`src/rtl/bank_cmd_pkg.sv`:
```
package bank_cmd_pkg;

  typedef enum logic [1:0] {
    OP_PRE = 2'd0,
    OP_ACT = 2'd1,
    OP_RD  = 2'd2,
    OP_WR  = 2'd3
  } bank_op_e;

  localparam int NUM_OPS = 4;
  localparam int IX_PRE  = 0;
  localparam int IX_ACT  = 1;
  localparam int IX_RD   = 2;
  localparam int IX_WR   = 3;

endpackage

```
`src/rtl/bank_window_timer.sv`:
```
// Saturating down-counter guarding one command type. A load only ever
// extends the remaining window.
module bank_window_timer #(
  parameter int CNT_W = 6
) (
  input  logic             clk,
  input  logic             rst_n,
  input  logic             load_en,
  input  logic [CNT_W-1:0] load_val,
  output logic             expired
);

  logic [CNT_W-1:0] cnt_q;
  logic [CNT_W-1:0] cnt_dec;
  logic [CNT_W-1:0] cnt_d;

  always_comb begin
    cnt_dec = (cnt_q == '0) ? '0 : cnt_q - 1'b1;
    cnt_d   = cnt_dec;
    if (load_en && (load_val > cnt_dec)) begin
      cnt_d = load_val;
    end
  end

  always_ff @(posedge clk or negedge rst_n) begin
    if (!rst_n) begin
      cnt_q <= '0;
    end else begin
      cnt_q <= cnt_d;
    end
  end

  assign expired = (cnt_q == '0);

endmodule

```
`src/rtl/bank_load_map.sv`:
```
// Translates an accepted command into window loads for the four timers.
// A gap G (cycles between two accepted commands) loads G-1.
module bank_load_map
  import bank_cmd_pkg::*;
#(
  parameter int CNT_W = 6,
  parameter int T_RP  = 9,
  parameter int T_RCD = 9,
  parameter int CL    = 9,
  parameter int WL    = 7,
  parameter int BL    = 8,
  parameter int T_WR  = 10,
  parameter int T_WTR = 5,
  parameter int T_RTP = 4
) (
  input  logic                          accept,
  input  logic [1:0]                    op,
  output logic [NUM_OPS-1:0]            load_en,
  output logic [NUM_OPS-1:0][CNT_W-1:0] load_val
);

  localparam int G_PRE_ACT = T_RP;
  localparam int G_ACT_COL = T_RCD;
  localparam int G_SAME    = BL / 2;
  localparam int G_RD_WR   = CL + BL / 2 + 2 - WL;
  localparam int G_WR_RD   = WL + BL / 2 + T_WTR;
  localparam int G_RD_PRE  = T_RTP;
  localparam int G_WR_PRE  = WL + BL / 2 + T_WR;

  function automatic logic [CNT_W-1:0] span(input int gap);
    return (gap > 1) ? CNT_W'(gap - 1) : '0;
  endfunction

  always_comb begin
    load_en  = '0;
    load_val = '0;
    if (accept) begin
      case (bank_op_e'(op))
        OP_PRE: begin
          load_en[IX_ACT]  = 1'b1;
          load_val[IX_ACT] = span(G_PRE_ACT);
        end
        OP_ACT: begin
          load_en[IX_RD]   = 1'b1;
          load_val[IX_RD]  = span(G_ACT_COL);
          load_en[IX_WR]   = 1'b1;
          load_val[IX_WR]  = span(G_ACT_COL);
        end
        OP_RD: begin
          load_en[IX_RD]   = 1'b1;
          load_val[IX_RD]  = span(G_SAME);
          load_en[IX_WR]   = 1'b1;
          load_val[IX_WR]  = span(G_RD_WR);
          load_en[IX_PRE]  = 1'b1;
          load_val[IX_PRE] = span(G_RD_PRE);
        end
        default: begin
          load_en[IX_WR]   = 1'b1;
          load_val[IX_WR]  = span(G_SAME);
          load_en[IX_RD]   = 1'b1;
          load_val[IX_RD]  = span(G_WR_RD);
          load_en[IX_PRE]  = 1'b1;
          load_val[IX_PRE] = span(G_WR_PRE);
        end
      endcase
    end
  end

endmodule

```
`src/rtl/bank_row_state.sv`:
```
module bank_row_state
  import bank_cmd_pkg::*;
#(
  parameter int ROW_W = 14
) (
  input  logic             clk,
  input  logic             rst_n,
  input  logic             accept,
  input  logic [1:0]       op,
  input  logic [ROW_W-1:0] row,
  output logic             row_open,
  output logic [ROW_W-1:0] open_row
);

  always_ff @(posedge clk or negedge rst_n) begin
    if (!rst_n) begin
      row_open <= 1'b0;
      open_row <= '0;
    end else if (accept) begin
      if (bank_op_e'(op) == OP_ACT) begin
        row_open <= 1'b1;
        open_row <= row;
      end else if (bank_op_e'(op) == OP_PRE) begin
        row_open <= 1'b0;
      end
    end
  end

endmodule

```
`src/rtl/bank_query.sv`:
```
module bank_query
  import bank_cmd_pkg::*;
#(
  parameter int ROW_W = 14
) (
  input  logic               row_open,
  input  logic [ROW_W-1:0]   open_row,
  input  logic [ROW_W-1:0]   qry_row,
  input  logic               qry_wr,
  input  logic [NUM_OPS-1:0] ready,
  output logic               qry_hit,
  output logic [1:0]         qry_next,
  output logic               qry_go
);

  always_comb begin
    qry_hit = row_open && (qry_row == open_row);
    if (!row_open) begin
      qry_next = OP_ACT;
    end else if (qry_hit) begin
      qry_next = qry_wr ? OP_WR : OP_RD;
    end else begin
      qry_next = OP_PRE;
    end
    qry_go = ready[qry_next];
  end

endmodule

```
`src/rtl/bank_tracker.sv`:
```
module bank_tracker
  import bank_cmd_pkg::*;
#(
  parameter int ROW_W = 14,
  parameter int T_RP  = 9,
  parameter int T_RCD = 9,
  parameter int CL    = 9,
  parameter int WL    = 7,
  parameter int BL    = 8,
  parameter int T_WR  = 10,
  parameter int T_WTR = 5,
  parameter int T_RTP = 4
) (
  input  logic             clk,
  input  logic             rst_n,
  input  logic             cmd_vld,
  input  logic [1:0]       cmd_op,
  input  logic [ROW_W-1:0] cmd_row,
  input  logic [ROW_W-1:0] qry_row,
  input  logic             qry_wr,
  output logic             rdy_pre,
  output logic             rdy_act,
  output logic             rdy_rd,
  output logic             rdy_wr,
  output logic             row_open,
  output logic [ROW_W-1:0] open_row,
  output logic             cmd_err,
  output logic             qry_hit,
  output logic [1:0]       qry_next,
  output logic             qry_go
);

  localparam int CNT_W =
    $clog2(WL + BL + T_WR + T_WTR + T_RP + T_RCD + CL + T_RTP + 2);

  logic [NUM_OPS-1:0]            expired;
  logic [NUM_OPS-1:0]            ready;
  logic [NUM_OPS-1:0]            load_en;
  logic [NUM_OPS-1:0][CNT_W-1:0] load_val;
  logic                          accept;

  always_comb begin
    ready[IX_PRE] = row_open  && expired[IX_PRE];
    ready[IX_ACT] = !row_open && expired[IX_ACT];
    ready[IX_RD]  = row_open  && expired[IX_RD];
    ready[IX_WR]  = row_open  && expired[IX_WR];
  end

  assign cmd_err = cmd_vld && !ready[cmd_op];
  assign accept  = cmd_vld && !ready[cmd_op] == 1'b0;

  assign rdy_pre = ready[IX_PRE];
  assign rdy_act = ready[IX_ACT];
  assign rdy_rd  = ready[IX_RD];
  assign rdy_wr  = ready[IX_WR];

  bank_load_map #(
    .CNT_W(CNT_W), .T_RP(T_RP), .T_RCD(T_RCD), .CL(CL), .WL(WL),
    .BL(BL), .T_WR(T_WR), .T_WTR(T_WTR), .T_RTP(T_RTP)
  ) u_load (
    .accept   (accept),
    .op       (cmd_op),
    .load_en  (load_en),
    .load_val (load_val)
  );

  for (genvar g = 0; g < NUM_OPS; g++) begin : g_win
    bank_window_timer #(.CNT_W(CNT_W)) u_tmr (
      .clk      (clk),
      .rst_n    (rst_n),
      .load_en  (load_en[g]),
      .load_val (load_val[g]),
      .expired  (expired[g])
    );
  end

  bank_row_state #(.ROW_W(ROW_W)) u_row (
    .clk      (clk),
    .rst_n    (rst_n),
    .accept   (accept),
    .op       (cmd_op),
    .row      (cmd_row),
    .row_open (row_open),
    .open_row (open_row)
  );

  bank_query #(.ROW_W(ROW_W)) u_qry (
    .row_open (row_open),
    .open_row (open_row),
    .qry_row  (qry_row),
    .qry_wr   (qry_wr),
    .ready    (ready),
    .qry_hit  (qry_hit),
    .qry_next (qry_next),
    .qry_go   (qry_go)
  );

endmodule

```
`config.mk`:
```
export PLATFORM = sky130hd
export DESIGN_NAME = bank_tracker
export DESIGN_NICKNAME = d
export VERILOG_FILES = /design/src/rtl/bank_cmd_pkg.sv /design/src/rtl/bank_window_timer.sv /design/src/rtl/bank_load_map.sv /design/src/rtl/bank_row_state.sv /design/src/rtl/bank_query.sv /design/src/rtl/bank_tracker.sv
export SDC_FILE = /design/constraint.sdc
export NUM_CORES = 1
export LEC_CHECK = 0
export BUFFER_PORTS_ARGS = -buffer_cell sky130_fd_sc_hd__buf_2
export CAP_MARGIN = 25
export CORE_MARGIN = 5
export CORE_UTILIZATION = 27
export CTS_CLUSTER_SIZE = 40
export DETAILED_ROUTE_END_ITERATION = 6
export GPL_TIMING_DRIVEN = 0
export PLACE_DENSITY = 0.5
export SLEW_MARGIN = 25
export SYNTH_ARGS = -nofsm -noshare
export SYNTH_HDL_FRONTEND = slang
export SYNTH_SLANG_ARGS = --single-unit
export TNS_END_PERCENT = 50
```
`constraint.sdc`:
```
create_clock -name clk -period 3.3 [get_ports clk]
set_clock_uncertainty 0.05 [all_clocks]
set_input_delay 0.33 -clock clk [delete_from_list [all_inputs] [get_ports clk]]
set_output_delay 0.33 -clock clk [all_outputs]
set_load 0.1 [all_outputs]
```
==> flow_summary_export.csv <==
group,metric,value,unit
run_status,status,"finished with violations",
run_status,violations,"negative hold slack",
worst_setup_path,cp-start-kind,"flip-flop",
worst_setup_path,required,3.46,ns
worst_setup_path,critPathKind,"flip-flop to flip-flop",
cells_and_area,fillers,986,
cells_and_area,finalNetCount,383,
die,fp.dieW,108,µm
route,wl,6410,µm
die,rows,35,
sta,whs,-0.0364,ns
clock_network,clock-sinks,39,
grt,grt_start_max_net_pins,40,
synth,synth_top_area_frac,0.374,
synth,yosysTopAreaCell,"dfrtp_1",
synth,synth_flop_cell,"dfrtp_1",
worst_setup_path,crit_top_cell,"ha_1",
pwr,power.leakage,1.56,nW
synth,syn_area,0.00261,mm²
die,ios,58,
clock_network,path_clk_slew,0.08,ns
sta,grt_setup_unrepaired,"no",
route,detail-route-antenna-nets,0,
die,fp.dieH,108,µm
pwr,p_comb_frac,0.512,
synth,synth.distinct_cells,54,
sta,report.final.slew_viol_count,0,
synth,synth-seq-cells,39,
synth,synth-edff-count,0,
grt,globalRouteOverflowTotal,0,
sta,finalSetupViolCount,0,
placement,dp.final_hpwl,5080,µm
cells_and_area,fin_cells,463,
sta,fin_tns_setup,0,ns
placement,port_buffers,56,
route,vias_per_cell,4.78,
clock_network,cts.htree.levels,2,
synth,synthArstFlopShare,1.00,
clock_network,cts_tree,"yes",
route,vias,2213,
die,dieArea,0.0117,mm²
pwr,seqPwrFrac,0.311,
cells_and_area,multi_input_area,0.00158,mm²
placement,gp_congestion,0.742,
pwr,switching_power,1.20,mW
worst_setup_path,slowest_delay,0.51,ns
sta,min_period,3.15,ns
synth,synth_cells,268,
grt,antenna_found_initial,0,
pwr,power.internal,1.50,mW
cells_and_area,antenna_cells,0,
pwr,switching_share,0.445,
sta,period_share,0.955,
min_path,min_path_type,"input pin to async pin",
route,wl_per_cell,13.8,µm
clock_network,cts_buffers,5,
route,drt_first_pass_iters,4,
clock_network,hold_buffers,0,
clock_network,clockRootBuffer,"clkbuf_8",
worst_setup_path,end_kind,"flip-flop",
grt,grt_pass1_vias,2225,
die,design.core.area,0.00933,mm²
clock_network,cts_buffer_depth,2,
pwr,ir_worst_vdd,0.263,mV
grt,track_usage,0.116,
cells_and_area,final_common_cell,"buf_2",
worst_setup_path,crit_path_top_delay_cell,"or3_2",
sta,tightest_slew,0.526,ns
placement,dp_cells,453,
sta,fmax,0.317,GHz
synth,ys_seq_area_frac,0.374,
synth,synth_warnings,0,
pwr,pwr-share-clk,0.176,
clock_network,clock_latency,0.29,ns
cells_and_area,mostFrequentLayoutCells,"buf_2, dfrtp_1, nand2_1, inv_1, ha_1",
grt,grt_pass1_wl,10800,µm
die,start_util,0.280,
worst_setup_path,crit_fanout,6,
sta,max_slew_margin,0.649,
synth,syn_avg_cell_area,9.74,µm²
pwr,power_density,820,mW/mm²
route,drc,0,
cells_and_area,area_growth,25.9,%
synth,syn-num-nets,318,
synth,synthTopCellsByArea,"dfrtp_1, ha_1, mux2_2",
cells_and_area,regArea,0.00101,mm²
cells_and_area,drive_gt1_frac,0.356,
worst_setup_path,arrival,3.31,ns
route,drt-initial-drc-count,60,
run,maxCapViolations,0,
sta,finalHoldViolCount,39,
worst_setup_path,crit_chain,"inv_1, ha_1, or3b_4, or3_2, nand2_1, ha_1, and4_1, a21oi_1, or4b_4, o22ai_1",
-- logic make-up (layout without fill, tap and decap cells) --
| group | after synthesis | count (layout) | share of synthesized area |
|---|---|---|---|
| compound gates | 51 | 51 | 0.145 |
| simple gates | 102 | 102 | 0.229 |
| xor+xnor | 18 | 18 | 0.0604 |
| flops | 39 | 39 | 0.374 |
| buf+inv | 24 | 90 | 0.0383 |
| fa+ha+maj | 16 | 16 | 0.0767 |
| mux | 18 | 18 | 0.0767 |
-- critical path: cells and delay by family, from the launching register on --
| kind | cells | cell delay, ns |
|---|---|---|
| DFF | 1 | 0.43 |
| adders and majority gates | 2 | 0.42 |
| and+or+nand+nor | 5 | 1.77 |
| buffers and inverters | 1 | 0.07 |
| AOI/OAI and AO/OA | 2 | 0.34 |
-- path summary, 6_finish.rpt --
check / startpoint / to / slack [ns] / cells after the start
hold reg to reg: g_win[1].u_tmr.cnt_q[0] / g_win[1].u_tmr.cnt_q[0] / 0.48 / 1
min in group clk: cmd_row[9] / u_row.open_row[9] / 0.21 / 2
hold / removal: rst_n / u_row.open_row[11] / -0.04 / 1
max in group asynchronous: rst_n / u_row.row_open / 2.83 / 1
setup reg to reg: g_win[2].u_tmr.cnt_q[0] / g_win[2].u_tmr.cnt_q[2] / 0.15 / 10
setup / recovery: g_win[2].u_tmr.cnt_q[0] / g_win[2].u_tmr.cnt_q[2] / 0.15 / 10
-- per-layer routing --
metal,part of all wire,track usage
met1,0.45,0.147
met2,0.51,0.202
met5,0,0
met3,0.020,0.0173
met4,0.012,0.0352
-- synthesized netlist by cell type (3+ instances only) --
cell	number
nand2b_1	6
nand3_1	7
and2_1	4
o211a_1	3
nand2_1	23
xnor2_1	15
a21oi_1	4
nor4b_1	3
o21ai_0	14
nor2b_1	7
a21o_1	4
ha_1	16
inv_1	20
mux2_2	14
o211ai_1	4
nor2_1	15
and3_1	4
xor2_1	3
dfrtp_1	39
nor3_1	8
o31ai_1	6
nand4_1	7
-- through the flow --
step	hold slack, ns	setup slack, ns	utilization	total power [mW]	area, µm²
3_5_place_dp	0.473	0.0301	0.333	2.22	3110
3_3_place_gp	0.468	0.0363	0.333	2.20	3110
2_1_floorplan	-0.0156	0.00161	-	1.91	2670
6_report	-0.0364	0.149	0.352	2.70	3290
5_1_grt	0.00435	0.00123	0.352	2.94	3290
4_1_cts	0.157	0.0140	0.348	2.71	3240
-- power by group through the flow --
stage               logic, mW  registers (mW)  clock network, mW
finish                   1.38           0.840              0.476
floorplan                1.03           0.882                  0
global route             1.56           0.874              0.504
detailed placement       1.38           0.842                  0
CTS                      1.38           0.833              0.489
global placement         1.37           0.838                  0
-- area by class of cell --
cell class,instances,area share
Multi-Input combinational cell,205,0.481
Sequential cell,39,0.309
Clock buffer,6,0.0221
Clock inverter,2,0.0183
Inverter,20,0.0228
Tap cell,129,0.0491
Timing Repair Buffer,58,0.0906
Buffer,4,0.00761
-- registers in the layout, indices dropped and copies added, names as in the netlist --
name / cells
u_row.row_open: 1
g_win.u_tmr.cnt_q: 24
u_row.open_row: 14
-- repair_timing --
item	in CTS	in global routing
gates resized for setup	0	5
setup endpoints to repair	0	12
setup buffers	0	2
No activity file was read; power rests on OpenSTA's default activity.
